### config.mk
export PLATFORM = sky130hd
export DESIGN_NAME = et_elapsed_timer
export DESIGN_NICKNAME = d
export VERILOG_FILES = /design/src/rtl/et_pkg.sv /design/src/rtl/et_run_ctrl.sv /design/src/rtl/et_sat_counter.sv /design/src/rtl/et_snapshot.sv /design/src/rtl/et_elapsed_timer.sv
export SDC_FILE = /design/constraint.sdc
export NUM_CORES = 1
export LEC_CHECK = 0
export ABC_AREA = 1
export BUFFER_PORTS_ARGS = -buffer_cell sky130_fd_sc_hd__buf_4
export CAP_MARGIN = 5
export CORE_UTILIZATION = 61
export DETAILED_ROUTE_END_ITERATION = 10
export PLACE_DENSITY = 0.81
export SYNTH_ARGS = -nofsm -noshare
export SYNTH_HDL_FRONTEND = slang
export SYNTH_HIERARCHICAL = 1
export SYNTH_SLANG_ARGS = --single-unit
### constraint.sdc
create_clock -name clk_i -period 3.9 [get_ports clk_i]
set_input_delay 0.39 -clock clk_i [delete_from_list [all_inputs] [get_ports clk_i]]
set_output_delay 0.39 -clock clk_i [all_outputs]
set_load 0.005 [all_outputs]
### src/rtl/et_pkg.sv
package et_pkg;
  typedef enum logic [1:0] {
    ET_IDLE = 2'd0,
    ET_ARM  = 2'd1,
    ET_CNT  = 2'd2
  } et_state_e;
endpackage

### src/rtl/et_run_ctrl.sv
module et_run_ctrl
  import et_pkg::*;
(
  input  logic clk_i,
  input  logic rst_ni,
  input  logic run_i,
  input  logic t3_i,
  output logic cnt_en_o,
  output logic halt_o
);
  et_state_e state_q, state_d;

  always_comb begin
    state_d = state_q;
    unique case (state_q)
      ET_IDLE: if (run_i) state_d = ET_ARM;
      ET_ARM: begin
        if (!run_i)    state_d = ET_IDLE;
        else if (t3_i) state_d = ET_CNT;
      end
      ET_CNT:  if (!run_i) state_d = ET_IDLE;
      default: state_d = ET_IDLE;
    endcase
  end

  always_ff @(posedge clk_i or negedge rst_ni) begin
    if (!rst_ni) state_q <= ET_IDLE;
    else         state_q <= state_d;
  end

  assign cnt_en_o = (state_q == ET_CNT) && run_i;
  assign halt_o   = (state_q != ET_IDLE) && !run_i;
endmodule

### src/rtl/et_sat_counter.sv
module et_sat_counter #(
  parameter int CNT_W = 32
) (
  input  logic             clk_i,
  input  logic             rst_ni,
  input  logic             clr_i,
  input  logic             inc_i,
  output logic [CNT_W-1:0] cnt_o,
  output logic             sat_o
);
  localparam logic [CNT_W-1:0] CNT_MAX = {CNT_W{1'b1}};

  logic [CNT_W-1:0] cnt_q, cnt_d;
  logic             sat_q, sat_d;
  logic             cnt_we;

  always_comb begin
    cnt_d  = cnt_q;
    sat_d  = sat_q;
    cnt_we = 1'b0;
    if (clr_i) begin
      cnt_d  = '0;
      sat_d  = 1'b0;
      cnt_we = 1'b1;
    end else if (inc_i && (cnt_q != CNT_MAX)) begin
      cnt_d  = cnt_q + 1'b1;
      cnt_we = 1'b1;
      if (cnt_d == CNT_MAX) sat_d = 1'b1;
    end
  end

  always_ff @(posedge clk_i or negedge rst_ni) begin
    if (!rst_ni) begin
      cnt_q <= '0;
      sat_q <= 1'b0;
    end else if (cnt_we) begin
      cnt_q <= cnt_d;
      sat_q <= sat_d;
    end
  end

  assign cnt_o = cnt_q;
  assign sat_o = sat_q;
endmodule

### src/rtl/et_snapshot.sv
module et_snapshot #(
  parameter int CNT_W = 32,
  parameter int PARTS = 2
) (
  input  logic                   clk_i,
  input  logic                   rst_ni,
  input  logic                   clr_i,
  input  logic                   cap_i,
  input  logic [CNT_W-1:0]       cnt_i,
  output logic [CNT_W/PARTS-1:0] part_o [PARTS]
);
  localparam int PART_W = CNT_W / PARTS;

  logic [CNT_W-1:0] snap_q, snap_d;
  logic             snap_we;

  always_comb begin
    snap_we = clr_i || cap_i;
    snap_d  = clr_i ? '0 : cnt_i;
  end

  always_ff @(posedge clk_i or negedge rst_ni) begin
    if (!rst_ni)      snap_q <= '0;
    else if (snap_we) snap_q <= snap_d;
  end

  for (genvar g = 0; g < PARTS; g++) begin : g_part
    assign part_o[g] = snap_q[g*PART_W +: PART_W];
  end
endmodule

### src/rtl/et_elapsed_timer.sv
module et_elapsed_timer #(
  parameter int CNT_W = 32
) (
  input  logic               clk_i,
  input  logic               rst_ni,
  input  logic               tick_i,
  input  logic               run_i,
  input  logic               t3_i,
  input  logic               clr_start_addr_i,
  input  logic               clr_pc_chg_i,
  input  logic               clr_trace_tgl_i,
  output logic [CNT_W/2-1:0] rd_lo_o,
  output logic [CNT_W/2-1:0] rd_hi_o,
  output logic               sat_o
);
  localparam int HALF_W = CNT_W / 2;

  logic [1:0]        rst_sync_q;
  logic              rst_sync_n;
  logic              clr_any;
  logic              cnt_en;
  logic              halt;
  logic [CNT_W-1:0]  cnt_q;
  logic [HALF_W-1:0] halves [2];

  always_ff @(posedge clk_i or negedge rst_ni) begin
    if (!rst_ni) rst_sync_q <= 2'b00;
    else         rst_sync_q <= {rst_sync_q[0], 1'b1};
  end
  assign rst_sync_n = rst_sync_q[1];

  assign clr_any = clr_start_addr_i | clr_pc_chg_i | clr_trace_tgl_i;

  et_run_ctrl u_ctrl (
    .clk_i    (clk_i),
    .rst_ni   (rst_sync_n),
    .run_i    (run_i),
    .t3_i     (t3_i),
    .cnt_en_o (cnt_en),
    .halt_o   (halt)
  );

  et_sat_counter #(.CNT_W(CNT_W)) u_cnt (
    .clk_i  (clk_i),
    .rst_ni (rst_sync_n),
    .clr_i  (clr_any),
    .inc_i  (cnt_en & tick_i),
    .cnt_o  (cnt_q),
    .sat_o  (sat_o)
  );

  et_snapshot #(.CNT_W(CNT_W), .PARTS(2)) u_snap (
    .clk_i  (clk_i),
    .rst_ni (rst_sync_n),
    .clr_i  (clr_any),
    .cap_i  (halt),
    .cnt_i  (cnt_q),
    .part_o (halves)
  );

  assign rd_lo_o = halves[0];
  assign rd_hi_o = halves[1];
endmodule

== After elaboration in Yosys (flattened, before gate mapping) ==
Index checks and enable logic that the tools add are counted.
Storage, ports and cells
  output and inout port bits: 33
  input port bits: 8
  logic and storage cells: 41
  bits in registers: 69
Operators by class
  bitwise logic cells: 3
  reduce and logical (&&, ||, !) cells: 12
  equality and inequality tests: 7
  multiplexer cells: 13
  add/subtract/negate cells: 1
Operators by type and width (number)
  two-way mux 32 bit: 3
  adder 32 x 1 -> 32 bit (second input constant): 1
  == test 32 bit (second input constant): 1
  != test 32 bit (second input constant): 1
  two-way mux 2 bit: 4
  case mux 2 bit (3 select lines): 1
  AND reduction 3 bit: 2
  nonzero test 2 bit: 3
  two-way mux 1 bit: 5
  != test 2 bit (second input constant): 2
  logical AND 1 bit: 3
  != test 3 bit (second input constant): 1
  == test 2 x 1 -> 1 bit (second input constant): 1
  == test 2 bit (second input constant): 1
  zero test 2 bit: 1
  OR 1 bit: 2
  AND reduction 2 bit: 1
  AND 1 bit: 1
  zero test 1 bit: 1
  logical OR 1 bit: 1

== Depth between registers and ports, before layout ==
Gate-level depths: netlist of the first run.
  depth after elaboration: 7
  gate-level depth with buffers: 14
  depth with buffers taken out: 14

== By module ==
The synthesis of the first run kept the hierarchy.
By module, submodules not included
  et_sat_counter: area each 2341.0 µm², cells each 367, seq. area each 825.8 µm², instances 1
  et_snapshot: area each 1351.3 µm², cells each 140, seq. area each 800.8 µm², instances 1
  et_run_ctrl: area each 100.1 µm², cells each 13, seq. area each 50.0 µm², instances 1
  et_elapsed_timer: area each 72.6 µm², cells each 8, seq. area each 50.0 µm², instances 1

== Worst setup path before layout of the first run ==
No wires, ideal clock.
  path type: flip-flop to flip-flop
  start point: reg u_cnt.cnt_q[1] (netlist: u_cnt/cnt_o[1])
  end point: reg u_cnt.cnt_q[0] (netlist: u_cnt/cnt_o[0])
  period minus slack after synthesis: 1.779 ns
  cell stages (with the launch flop): 12
  setup time: 0.129 ns
  data arrival time: 1.650 ns
  data required time: 3.771 ns
  setup slack: 2.121 ns
  path buffers: 1
  cells stage by stage: dfrtp_1 > ha_1 > nand2_2 > nor2_4 > nand2_4 > nor2_2 > nand2_1 > nand2_4 > nor2_1 > buf_2 > nand2_1 > o21ai_0
On the way
  word-level cells in the longest chain between the ends: 5
  elaborated cells on any way between the ends: 6
  those cells by class: eq/ne: 1; mux: 2; reduce/logical: 3
RTL lines
  start: declaration: line et_sat_counter.sv:13  | logic [CNT_W-1:0] cnt_q, cnt_d;
  start signal: assignment: line et_sat_counter.sv:37  | cnt_q <= cnt_d;
  != test 32 bit *: line et_sat_counter.sv:25  | end else if (inc_i && (cnt_q != CNT_MAX)) begin
  logical AND 1 bit *: line et_sat_counter.sv:25
  two-way mux 1 bit: line et_sat_counter.sv:25
  two-way mux 1 bit: line et_sat_counter.sv:21  | if (clr_i) begin
  AND reduction 2 bit (no source line) *
Mark *: on every way between the ends. The rest lies on a longest branch, timed or not.
A chain may end at the register's enable or synchronous reset.

== Final worst setup path of the first run ==
  start point: reg u_cnt.cnt_q[1] (netlist: u_cnt/cnt_o[1])
  end point: reg u_cnt.cnt_q[28] (netlist: u_cnt/cnt_o[28])
On the way
  word-level cells in the longest chain between the ends: 5
  elaborated cells on any way between the ends: 9
  those cells by class: add/sub: 1; eq/ne: 1; mux: 4; reduce/logical: 3
RTL lines
  parallel branches: the longest is 5 deep, another holds adder 32 x 1 -> 32 bit
Parallel ways; which one is timed is not known. The select of a mux whose other input is x is not followed.

==> results of run 1 <==
[state kept, by name (all words and copies together), names as in the netlist]
name	count
u_ctrl/state_q	2
u_cnt/cnt_o	32
rst_sync_q	2
u_cnt/sat_o	1
u_snap/snap_q	32
[layer usage]
metal  GRT usage, %  share of wire, %  up-vias
met3           6.33               7.7       10
met2           47.0                45      143
met4           9.47              0.82        0
li1               -                 -     1744
met1           44.0                46     1680
met5              0                 0        -
[final timing paths]
kind / startpoint / end / slack [ps] / cells past startpoint
worst max-delay path: u_cnt/cnt_o[1] / u_cnt/cnt_o[28] / 1280 / 11
worst min-delay path: t3_i / u_ctrl/state_q[1] / 340 / 5
worst max register to register: u_cnt/cnt_o[1] / u_cnt/cnt_o[28] / 1280 / 11
worst min register to register: rst_sync_q[0] / rst_sync_q[1] / 350 / 0
max in group asynchronous: rst_sync_q[1] / u_snap/snap_q[8] / 2580 / 1
min in group asynchronous: rst_ni / rst_sync_q[0] / 360 / 2
[placed cells by master, fill, tap and decap left out]
cell,instances
sky130_fd_sc_hd__nor2_4,6
sky130_fd_sc_hd__dfrtp_2,1
sky130_fd_sc_hd__nor2_8,1
sky130_fd_sc_hd__nand3_1,54
sky130_fd_sc_hd__clkbuf_8,10
sky130_fd_sc_hd__nand2_2,2
sky130_fd_sc_hd__o22ai_1,18
sky130_fd_sc_hd__clkbuf_1,2
sky130_fd_sc_hd__o21ai_0,15
sky130_fd_sc_hd__a21oi_1,2
sky130_fd_sc_hd__and2_1,1
sky130_fd_sc_hd__dlygate4sd3_1,1
sky130_fd_sc_hd__clkinv_2,1
sky130_fd_sc_hd__bufinv_16,3
sky130_fd_sc_hd__nor2_1,57
sky130_fd_sc_hd__ha_1,2
sky130_fd_sc_hd__inv_2,1
sky130_fd_sc_hd__nand2_4,4
sky130_fd_sc_hd__nand2_1,208
sky130_fd_sc_hd__conb_1,1
sky130_fd_sc_hd__nor2_2,6
sky130_fd_sc_hd__nand3_2,5
sky130_fd_sc_hd__inv_1,51
sky130_fd_sc_hd__nand4_1,3
sky130_fd_sc_hd__o21ai_1,2
sky130_fd_sc_hd__dfrtp_1,68
sky130_fd_sc_hd__xnor2_1,1
sky130_fd_sc_hd__nand3b_1,1
sky130_fd_sc_hd__xor2_1,3
sky130_fd_sc_hd__buf_4,43
[critical path: stages, from the launching register on]
cell and delay [ps]:
sky130_fd_sc_hd__dfrtp_1 460, sky130_fd_sc_hd__ha_1 270, sky130_fd_sc_hd__nand2_2 90, sky130_fd_sc_hd__nor2_4 170
sky130_fd_sc_hd__nand2_4 100, sky130_fd_sc_hd__nor2_2 180, sky130_fd_sc_hd__nand2_1 120, sky130_fd_sc_hd__nand2_4 120
sky130_fd_sc_hd__nor2_1 50, sky130_fd_sc_hd__buf_4 200, sky130_fd_sc_hd__inv_1 520, sky130_fd_sc_hd__o22ai_1 160
[cell type report]
cell class                      instances  share of cell area [%]
Multi-Input combinational cell        392                    41.0
Sequential cell                        69                    39.3
Timing Repair Buffer                   44                    7.58
Inverter                               52                    4.44
Clock buffer                           12                    3.30
Clock inverter                          4                    2.17
Tap cell                               75                    2.14
[cells by family (layout without fill, tap and decap cells)]
logic type | count (synthesis) | after routing | synth area share, %
and+or+nand+nor | 348 | 348 | 39.5
other | 1 | 1 | 0.0970
AOI/OAI and AO/OA | 37 | 37 | 5.37
DFF | 69 | 69 | 44.7
xor gates and xnor gates | 4 | 4 | 0.907
adders and majority gates | 2 | 2 | 0.647
buffers and inverters | 67 | 112 | 8.77
[stage by stage]
stage / setup WS, ps / power (W) / util (%) / std cells
6_report: 1280 / 0.00148 / 72.9 / 648
2_1_floorplan: 1840 / 0.000779 / - / 528
3_5_place_dp: 1360 / 0.000787 / 68.7 / 631
5_1_grt: 1090 / 0.00152 / 72.9 / 648
3_3_place_gp: 1460 / 0.000787 / 68.7 / 631
4_1_cts: 1320 / 0.00149 / 72.9 / 648
[power by group]
part           internal [W]  total (W)  switching, W
combinational     0.0000118  0.0000455     0.0000337
clock              0.000442   0.000708      0.000266
sequential         0.000718   0.000728     0.0000102
total               0.00117    0.00148      0.000310
==> results_tabular.tex, run 1 <==
\begin{tabular}{lr}
\hline
Metric & Value \\
\hline
\multicolumn{2}{l}{\textbf{Clocking}} \\
\quad Number of buffers created by CTS & 9 \\
\quad TritonCTS Sinks & 69 \\
\quad Clock-pin slew on the worst setup and hold paths & 70 ps \\
\quad Clock tree from TritonCTS & built \\
\quad Post-CTS setup repair buffer count & 0 \\
\quad Maximum level of the CTS H-tree & 3 \\
\quad Number of hold buffers added after cts & 1 \\
\quad Worst-Skew Late Latency & 340 ps \\
\quad Clock buffer depth & 2 \\
\quad Post-CTS resize count & 0 \\
\quad CTS root buf & sky130\_fd\_sc\_hd\_\_clkbuf\_8 \\
\multicolumn{2}{l}{\textbf{Yosys}} \\
\quad Count of cell types in the netlist & 27 \\
\quad Biggest area consumer among synthesized cells & sky130\_fd\_sc\_hd\_\_dfrtp\_1 \\
\quad Async SR Flop Fraction & 100\% \\
\quad Post-synthesis sequential area ratio & 44.7\% \\
\quad Warnings, synthesis & 6 \\
\quad Number of synthesized flops with an enable pin & 0 \\
\quad Syn\_area\_per\_cell & 7.32 um\^{}2 \\
\quad Share of the synthesized area in the top cell type & 44.7\% \\
\quad Mapped Nets & 538 \\
\quad Top cells by count, synth & sky130\_fd\_sc\_hd\_\_nand2\_1 (208), sky130\_fd\_sc\_hd\_\_dfrtp\_1 (69), sky130\_fd\_sc\_hd\_\_nor2\_1 (58) \\
\quad Instance count of the mapped netlist & 528 \\
\quad Most instantiated library cell after synthesis & sky130\_fd\_sc\_hd\_\_nand2\_1 \\
\quad Most used flip-flop cell after synthesis & sky130\_fd\_sc\_hd\_\_dfrtp\_1 \\
\quad Area contributors post-synth & sky130\_fd\_sc\_hd\_\_dfrtp\_1 (45\%), sky130\_fd\_sc\_hd\_\_nand2\_1 (20\%), sky130\_fd\_sc\_hd\_\_nand3\_1 (7.0\%), sky130\_fd\_sc\_hd\_\_nor2\_1 (5.6\%), sky130\_fd\_sc\_hd\_\_inv\_1 (5.0\%) \\
\quad Register bit count reported by yosys & 69 \\
\quad Post-Synthesis Cell Area & 3860 um\^{}2 \\
\multicolumn{2}{l}{\textbf{Timing}} \\
\quad Minimum period implied by the final worst setup slack & 2620 ps \\
\quad Worst setup skew after layout & 10.5 ps \\
\quad Number of endpoints failing setup at the final stage & 0 \\
\quad Post-Route Setup TNS & 0 ps \\
\quad Worst Tran Pin Value & 957 ps \\
\quad RSZ-0062 raised after global routing & no \\
\quad Final Hold Viols & 0 \\
\quad Final critical-path share of the clock period & 67.1\% \\
\quad Highest clock frequency the design can meet & 382 MHz \\
\quad Worst-case headroom to the max-slew limit & 36.2\% \\
\quad Count of final max-slew check failures & 0 \\
\quad Worst hold-check slack & 343 ps \\
\multicolumn{2}{l}{\textbf{Worst setup path}} \\
\quad Crit path required time & 4080 ps \\
\quad CP max FO & 20 \\
\quad Element type at the critical path start & register \\
\quad Type of element capturing the critical path & register \\
\quad Classification of the worst setup path & reg -> reg \\
\quad Crit path DAT & 2800 ps \\
\multicolumn{2}{l}{\textbf{Placement}} \\
\quad HPWL after detailed placement & 6830 um \\
\quad Port buffer count & 40 \\
\quad Last weighted congestion value of the routability-driven placer & 0.968 \\
\quad Area after detailed placement & 4140 um\^{}2 \\
\multicolumn{2}{l}{\textbf{Floorplanning}} \\
\quad Core Footprint & 6030 um\^{}2 \\
\quad Die Span Y & 81.6 um \\
\quad Number of rows in the core area & 28 \\
\quad Chip Width & 81.6 um \\
\quad Starting density of the core & 64.1\% \\
\quad Count of pins on the block boundary & 41 \\
\quad Die Footprint & 6660 um\^{}2 \\
\multicolumn{2}{l}{\textbf{Cells and area}} \\
\quad Proportion of layout cells with a drive suffix above 1 & 14.5\% \\
\quad Layout Nets & 578 \\
\quad Multi-input logic area & 1800 um\^{}2 \\
\quad Post-layout instance area & 4390 um\^{}2 \\
\quad Sequential cell area & 1730 um\^{}2 \\
\quad Synth-to-Final Area Change & 13.6\% \\
\quad Number of filler cells placed in the layout & 493 \\
\quad Antenna fix cells & 0 \\
\multicolumn{2}{l}{\textbf{Drt}} \\
\quad Overall via count from detail\_route & 3577 \\
\quad 1st-pass router iterations & 5 \\
\quad DRC violation count after routing & 0 \\
\quad 1st-iter DRT viols & 370 \\
\quad Per-cell routed wire length & 14.6 um \\
\quad Overall routed net length & 9480 um \\
\quad Detail Route Antenna Nets & 0 \\
\quad Vias per inst & 5.52 \\
\multicolumn{2}{l}{\textbf{Global routing}} \\
\quad Overflow left after global routing & 0 \\
\quad Antenna violations before repair & 0 \\
\quad Overall global routing resource usage & 30.8\% \\
\quad Largest net degree at the start of global routing & 44 \\
\quad Via count of the first global-routing pass & 3118 \\
\quad First-pass GRT wire length & 15100 um \\
\multicolumn{2}{l}{\textbf{Worst hold path}} \\
\quad Worst Hold Class & in -> reg \\
\multicolumn{2}{l}{\textbf{Job}} \\
\quad Max-capacitance violation count & 0 \\
\multicolumn{2}{l}{\textbf{Power and ir drop}} \\
\quad Leakage & 2.13 nW \\
\quad Worst-case vdd ir drop & 0.274 mV \\
\quad PwrDens & 337 nW/um\^{}2 \\
\multicolumn{2}{l}{\textbf{Run status}} \\
\quad Outcome & complete, no violations \\
\hline
\end{tabular}
Power figures use the tool's default switching activity.
==> inputs of run 2 (changes only) <==
Settings changed: CORE_UTILIZATION 61 to 59, PLACE_DENSITY 0.81 to 0.79.
Clock period 3.9 ns to 2.7 ns, I/O delays scaled along.
==> run 2 against run 1 <==
- clock-buffer cell count is 2 lower
- global-route usage shrank 1.8 points
- critical path depth did not move
- register-to-register slack worse by 1000 ps
- final area fell by 1.0%
- wire length down 0.64%
- combinational power up 60%
- sequential share of layout area grew 0.40 points
- setup slack worse by 1000 ps
- sequential power increased by 44%
- clock skew fell by 3.5 ps
==> results_tabular.tex, run 2 (synthesis results as in run 1) <==
\begin{tabular}{lr}
\hline
Metric & Value \\
\hline
\multicolumn{2}{l}{\textbf{Floorplanning}} \\
\quad Starting density of the core & 60.9\% \\
\quad Chip Width & 82.9 um \\
\quad Die Span Y & 82.9 um \\
\quad Number of rows in the core area & 29 \\
\quad Core Footprint & 6350 um\^{}2 \\
\quad Count of pins on the block boundary & 41 \\
\quad Die Footprint & 6880 um\^{}2 \\
\multicolumn{2}{l}{\textbf{Power and ir drop}} \\
\quad PwrDens & 439 nW/um\^{}2 \\
\quad Worst-case vdd ir drop & 0.245 mV \\
\quad Leakage & 2.11 nW \\
\multicolumn{2}{l}{\textbf{Cells and area}} \\
\quad Proportion of layout cells with a drive suffix above 1 & 14.7\% \\
\quad Layout Nets & 580 \\
\quad Antenna fix cells & 0 \\
\quad Number of filler cells placed in the layout & 580 \\
\quad Multi-input logic area & 1800 um\^{}2 \\
\quad Sequential cell area & 1730 um\^{}2 \\
\quad Post-layout instance count excluding filler cells & 650 \\
\quad Most common cell after layout, fill and taps aside & sky130\_fd\_sc\_hd\_\_nand2\_1 \\
\quad Commonest cells after routing, fill and taps aside & sky130\_fd\_sc\_hd\_\_nand2\_1 (208), sky130\_fd\_sc\_hd\_\_dfrtp\_1 (68), sky130\_fd\_sc\_hd\_\_nor2\_1 (57), sky130\_fd\_sc\_hd\_\_nand3\_1 (54), sky130\_fd\_sc\_hd\_\_inv\_1 (51) \\
\quad Synth-to-Final Area Change & 12.5\% \\
\multicolumn{2}{l}{\textbf{Timing}} \\
\quad Final critical-path share of the clock period & 90.5\% \\
\quad Post-Route Setup TNS & 0 ps \\
\quad Worst hold-check slack & 221 ps \\
\quad Worst setup skew after layout & 6.94 ps \\
\quad Minimum period implied by the final worst setup slack & 2440 ps \\
\quad Count of final max-slew check failures & 0 \\
\quad Number of endpoints failing setup at the final stage & 0 \\
\quad Worst-case headroom to the max-slew limit & 47.0\% \\
\quad RSZ-0062 raised after global routing & no \\
\quad Final Hold Viols & 0 \\
\quad Worst Tran Pin Value & 792 ps \\
\quad Highest clock frequency the design can meet & 409 MHz \\
\multicolumn{2}{l}{\textbf{Drt}} \\
\quad 1st-iter DRT viols & 373 \\
\quad Overall routed net length & 9420 um \\
\quad Detail Route Antenna Nets & 0 \\
\quad Overall via count from detail\_route & 3539 \\
\quad DRC violation count after routing & 0 \\
\quad Per-cell routed wire length & 14.5 um \\
\quad 1st-pass router iterations & 6 \\
\quad Vias per inst & 5.44 \\
\multicolumn{2}{l}{\textbf{Worst setup path}} \\
\quad Destination of the worst register-to-register timing path & u\_cnt/cnt\_o[4] \\
\quad Cell depth of the worst flop-to-flop path & 11 \\
\quad Reg-to-reg critical path startpoint & u\_cnt/cnt\_o[1] \\
\quad CP max FO & 20 \\
\quad Classification of the worst setup path & reg -> reg \\
\quad Crit path required time & 2950 ps \\
\quad Crit path DAT & 2690 ps \\
\quad Type of element capturing the critical path & register \\
\quad Element type at the critical path start & register \\
\quad R2R setup slack & 260 ps \\
\multicolumn{2}{l}{\textbf{Clocking}} \\
\quad Worst-Skew Late Latency & 340 ps \\
\quad Number of buffers created by CTS & 9 \\
\quad Clock buffer depth & 2 \\
\quad Maximum level of the CTS H-tree & 3 \\
\quad CTS root buf & sky130\_fd\_sc\_hd\_\_clkbuf\_8 \\
\quad TritonCTS Sinks & 69 \\
\quad Clock-pin slew on the worst setup and hold paths & 70 ps \\
\quad Clock tree from TritonCTS & built \\
\multicolumn{2}{l}{\textbf{Global routing}} \\
\quad Via count of the first global-routing pass & 3258 \\
\quad First-pass GRT wire length & 15800 um \\
\quad Overall global routing resource usage & 29.0\% \\
\quad Overflow left after global routing & 0 \\
\quad Largest net degree at the start of global routing & 34 \\
\quad Antenna violations before repair & 0 \\
\multicolumn{2}{l}{\textbf{Placement}} \\
\quad HPWL after detailed placement & 7010 um \\
\quad Port buffer count & 40 \\
\quad Last weighted congestion value of the routability-driven placer & 0.965 \\
\quad Total placed cells including tap cells & 635 \\
\multicolumn{2}{l}{\textbf{Worst hold path}} \\
\quad Worst hold start & run\_i \\
\quad Destination of the worst hold path & u\_ctrl/state\_q[1] \\
\quad Hold Path Cell Cnt & 3 \\
\quad Worst Hold Class & in -> reg \\
\multicolumn{2}{l}{\textbf{Job}} \\
\quad Max-capacitance violation count & 0 \\
\multicolumn{2}{l}{\textbf{Run status}} \\
\quad Outcome & complete, no violations \\
\hline
\end{tabular}
==> run 2: changes by cell type in the layout (fill, tap and decap cells not counted), sizes merged <==
cell / before / now
buf: 43 / 45
bufinv: 3 / 1
clkbuf: 12 / 10
clkinv: 1 / 2
clkinvlp: 0 / 1
==> run 2: cell type report <==
cell class	count	share of cell area, %
clock buffers	10	2.94
clock inverters	4	1.18
inverters	52	4.49
multi-input cells	392	41.4
flip-flops and latches	69	39.7
well taps	77	2.22
repair buffers	46	8.00
==> run 2: worst max path at each step <==
stage	start	to	slack, ps	cells after the start
detailed placement	u_cnt/cnt_o[1]	u_cnt/cnt_o[2]	300	11
floorplan	rst_sync_q[1]	u_cnt/cnt_o[0]	640	0
CTS	u_cnt/cnt_o[1]	u_cnt/cnt_o[4]	320	11
finish	u_cnt/cnt_o[1]	u_cnt/cnt_o[4]	260	11
global route	u_cnt/cnt_o[1]	u_cnt/cnt_o[2]	110	11
global placement	u_cnt/cnt_o[1]	u_cnt/cnt_o[2]	440	11
==> run 2: what timing repair did <==
item | CTS | global route
setup buffers | 0 | 0
gates resized for setup | 0 | 0
hold endpoints to repair | 2 | 0
hold buffers | 1 | 0
==> run 2: through the flow <==
| step | instance area (um^2) | utilization, % | power [W] | worst slack (ps) |
|---|---|---|---|---|
| after detailed placement | 4160 | 65.5 | 0.00114 | 303 |
| final | 4350 | 68.5 | 0.00191 | 256 |
| after global placement | 4160 | 65.5 | 0.00114 | 435 |
| after global routing | 4350 | 68.5 | 0.00198 | 110 |
| after CTS | 4350 | 68.5 | 0.00192 | 315 |
| after floorplan | 3860 | - | 0.00113 | 636 |
==> run 2: power breakdown <==
group / total, W / switching (W) / internal (W)
logic: 0.0000727 / 0.0000548 / 0.0000179
registers: 0.00105 / 0.00000954 / 0.00104
clock network: 0.000789 / 0.000373 / 0.000417
total: 0.00191 / 0.000437 / 0.00147
==> run 2: per-layer routing <==
layer | global-route usage (%) | routed length, um | vias up
met2 | 42.4 | 4170 | 139
li1 | - | - | 1747
met4 | 9.56 | 227 | 0
met3 | 6.36 | 628 | 26
met1 | 42.8 | 4400 | 1627
met5 | 0 | 0 | -
==> run 2: critical path: stages, from the launching register on <==
cell                      delay, ps
sky130_fd_sc_hd__dfrtp_1        450
sky130_fd_sc_hd__ha_1           260
sky130_fd_sc_hd__nand2_2        100
sky130_fd_sc_hd__nor2_4          50
sky130_fd_sc_hd__nand2_4        100
sky130_fd_sc_hd__nor2_2          70
sky130_fd_sc_hd__nand2_1        100
sky130_fd_sc_hd__nand2_4         90
sky130_fd_sc_hd__nor2_1         610
sky130_fd_sc_hd__inv_1           90
sky130_fd_sc_hd__buf_4          250
sky130_fd_sc_hd__o22ai_1        170
==> inputs of run 3 (changes only) <==
Settings changed: RECOVER_POWER set to 25.
==> run 3 against run 2 <==
- die area stayed put
- clock power hardly changed
- cell count stayed put
- critical endpoint unchanged
==> results_tabular.tex, run 3 (synthesis results as in run 1) <==
\begin{tabular}{lr}
\hline
Metric & Value \\
\hline
\multicolumn{2}{l}{\textbf{Clocking}} \\
\quad Number of buffers created by CTS & 9 \\
\quad Maximum level of the CTS H-tree & 3 \\
\quad CTS root buf & sky130\_fd\_sc\_hd\_\_clkbuf\_8 \\
\quad Clock tree from TritonCTS & built \\
\quad Clock buffer depth & 2 \\
\quad Clock-pin slew on the worst setup and hold paths & 70 ps \\
\quad TritonCTS Sinks & 69 \\
\quad Post-CTS setup repair buffer count & 0 \\
\quad Worst-Skew Late Latency & 340 ps \\
\multicolumn{2}{l}{\textbf{Timing}} \\
\quad Highest clock frequency the design can meet & 406 MHz \\
\quad Worst Tran Pin Value & 1180 ps \\
\quad Final Hold Viols & 0 \\
\quad Number of endpoints failing setup at the final stage & 0 \\
\quad Worst-case headroom to the max-slew limit & 21.2\% \\
\quad Minimum period implied by the final worst setup slack & 2460 ps \\
\quad RSZ-0062 raised after global routing & no \\
\quad Worst setup skew after layout & 9.03 ps \\
\quad Final critical-path share of the clock period & 91.2\% \\
\quad Post-Route Setup TNS & 0 ps \\
\quad Count of final max-slew check failures & 0 \\
\multicolumn{2}{l}{\textbf{Worst setup path}} \\
\quad Crit path required time & 2950 ps \\
\quad Element type at the critical path start & register \\
\quad Type of element capturing the critical path & register \\
\quad CP Cell Sequence & ha\_1 > nand2\_2 > nor2\_4 > nand2\_4 > nor2\_2 > nand2\_1 > nand2\_4 > nor2\_1 > inv\_1 > buf\_4 > o22ai\_1 \\
\quad Cell family contributing the most delay on the critical path & simple AND/OR/NAND/NOR gates \\
\quad Crit path DAT & 2710 ps \\
\quad CP most frequent cell & sky130\_fd\_sc\_hd\_\_nand2\_4 \\
\quad Biggest cell delay along the critical path & 620 ps \\
\quad Crit path buf inv count & 2 \\
\quad Classification of the worst setup path & reg -> reg \\
\quad Slowest cell on the critical path & sky130\_fd\_sc\_hd\_\_nor2\_1 \\
\quad CP max FO & 20 \\
\multicolumn{2}{l}{\textbf{Job}} \\
\quad Max-capacitance violation count & 0 \\
\multicolumn{2}{l}{\textbf{Run status}} \\
\quad Outcome & complete, no violations \\
\multicolumn{2}{l}{\textbf{Drt}} \\
\quad Overall routed net length & 9440 um \\
\quad Vias per inst & 5.50 \\
\quad Overall via count from detail\_route & 3572 \\
\quad Per-cell routed wire length & 14.5 um \\
\quad DRC violation count after routing & 0 \\
\quad 1st-iter DRT viols & 384 \\
\quad 1st-pass router iterations & 5 \\
\quad Detail Route Antenna Nets & 0 \\
\multicolumn{2}{l}{\textbf{Power and ir drop}} \\
\quad Part of the total power dissipated in the clock network & 41.3\% \\
\quad Switching power & 0.000435 W \\
\quad Internal power & 0.00147 W \\
\quad Flop pwr share & 54.9\% \\
\quad Fraction of power spent switching nets & 22.8\% \\
\quad PwrDens & 439 nW/um\^{}2 \\
\quad Gate power share & 3.7\% \\
\quad Leakage & 2.10 nW \\
\quad Worst-case vdd ir drop & 0.245 mV \\
\multicolumn{2}{l}{\textbf{Floorplanning}} \\
\quad Number of rows in the core area & 29 \\
\quad Chip Width & 82.9 um \\
\quad Die Footprint & 6880 um\^{}2 \\
\quad Die Span Y & 82.9 um \\
\quad Starting density of the core & 60.9\% \\
\quad Count of pins on the block boundary & 41 \\
\quad Core Footprint & 6350 um\^{}2 \\
\multicolumn{2}{l}{\textbf{Placement}} \\
\quad Port buffer count & 40 \\
\quad HPWL after detailed placement & 7010 um \\
\quad Total placed cells including tap cells & 635 \\
\quad Last weighted congestion value of the routability-driven placer & 0.965 \\
\multicolumn{2}{l}{\textbf{Global routing}} \\
\quad Antenna violations before repair & 0 \\
\quad Via count of the first global-routing pass & 3258 \\
\quad Overflow left after global routing & 0 \\
\quad Largest net degree at the start of global routing & 34 \\
\quad Overall global routing resource usage & 29.0\% \\
\quad First-pass GRT wire length & 15800 um \\
\multicolumn{2}{l}{\textbf{Cells and area}} \\
\quad Most common cell after layout, fill and taps aside & sky130\_fd\_sc\_hd\_\_nand2\_1 \\
\quad Proportion of layout cells with a drive suffix above 1 & 14.1\% \\
\quad Antenna fix cells & 0 \\
\quad Commonest cells after routing, fill and taps aside & sky130\_fd\_sc\_hd\_\_nand2\_1 (208), sky130\_fd\_sc\_hd\_\_dfrtp\_1 (69), sky130\_fd\_sc\_hd\_\_nor2\_1 (57), sky130\_fd\_sc\_hd\_\_nand3\_1 (54), sky130\_fd\_sc\_hd\_\_inv\_1 (51) \\
\quad Post-layout instance count excluding filler cells & 650 \\
\quad Layout Nets & 580 \\
\quad Synth-to-Final Area Change & 12.3\% \\
\multicolumn{2}{l}{\textbf{Worst hold path}} \\
\quad Worst Hold Class & in -> reg \\
\hline
\end{tabular}
run 3: changes by cell type in the layout (fill, tap and decap cells not counted):
cell	previous run	this run
sky130_fd_sc_hd__clkbuf_1	1	3
sky130_fd_sc_hd__dfrtp_2	1	0
sky130_fd_sc_hd__dfrtp_1	68	69
sky130_fd_sc_hd__buf_4	45	43
run 3: what timing repair did:
| item | in CTS | in global routing |
|---|---|---|
| hold endpoints to repair | 2 | 0 |
| gates resized for setup | 0 | 0 |
| hold buffers | 1 | 0 |
run 3: final cells by class:
| class | instances | area (um^2) |
|---|---|---|
| Clock buffer | 10 | 128 |
| Clock inverter | 4 | 51.3 |
| Fill cell | 582 | 2010 |
| Inverter | 52 | 195 |
| Multi-Input combinational cell | 392 | 1800 |
| Sequential cell | 69 | 1730 |
| Tap cell | 77 | 96.3 |
| Timing Repair Buffer | 46 | 340 |
run 3: path summary, 6_finish.rpt:
check	from	end	slack, ps	cells after the start
max reg2reg	u_cnt/cnt_o[1]	u_cnt/cnt_o[4]	240	11
min in group asynchronous	rst_ni	rst_sync_q[0]	250	2
min reg2reg	rst_sync_q[0]	rst_sync_q[1]	370	0
max	u_cnt/cnt_o[1]	u_cnt/cnt_o[4]	240	11
max in group asynchronous	rst_sync_q[1]	u_snap/snap_q[19]	700	1
min	run_i	u_ctrl/state_q[1]	220	3
run 3: per-stage QoR:
stage | power [W] | instance area, um^2 | setup slack [ps] | hold slack (ps) | util, %
2_1_floorplan | 0.00113 | 3860 | 636 | -25.6 | -
3_3_place_gp | 0.00114 | 4160 | 435 | 52.2 | 65.5
3_5_place_dp | 0.00114 | 4160 | 303 | 57.3 | 65.5
4_1_cts | 0.00192 | 4350 | 315 | 215 | 68.5
5_1_grt | 0.00198 | 4340 | 110 | 226 | 68.3
6_report | 0.00191 | 4340 | 238 | 221 | 68.3
run 3: worst min-delay path: stages:
cell,delay [ps]
sky130_fd_sc_hd__buf_4,90
sky130_fd_sc_hd__nand3b_1,90
sky130_fd_sc_hd__nand2_1,70
run 3: layer usage:
metal / vias to the layer above / wire (um) / part of all wire [%] / GRT usage [%]
met5: - / 0 / 0 / 0
met4: 0 / 255 / 2.7 / 9.56
met3: 25 / 726 / 7.7 / 6.36
met2: 150 / 4190 / 44 / 42.4
met1: 1650 / 4260 / 45 / 42.8
li1: 1747 / - / - / -
run 3: power groups by stage:
stage | sequential, W | clock, W | combinational [W]
floorplan | 0.00107 | 0 | 0.0000528
global placement | 0.00107 | 0 | 0.0000703
detailed placement | 0.00107 | 0 | 0.0000722
CTS | 0.00105 | 0.000804 | 0.0000734
global route | 0.00105 | 0.000850 | 0.0000803
finish | 0.00105 | 0.000787 | 0.0000714
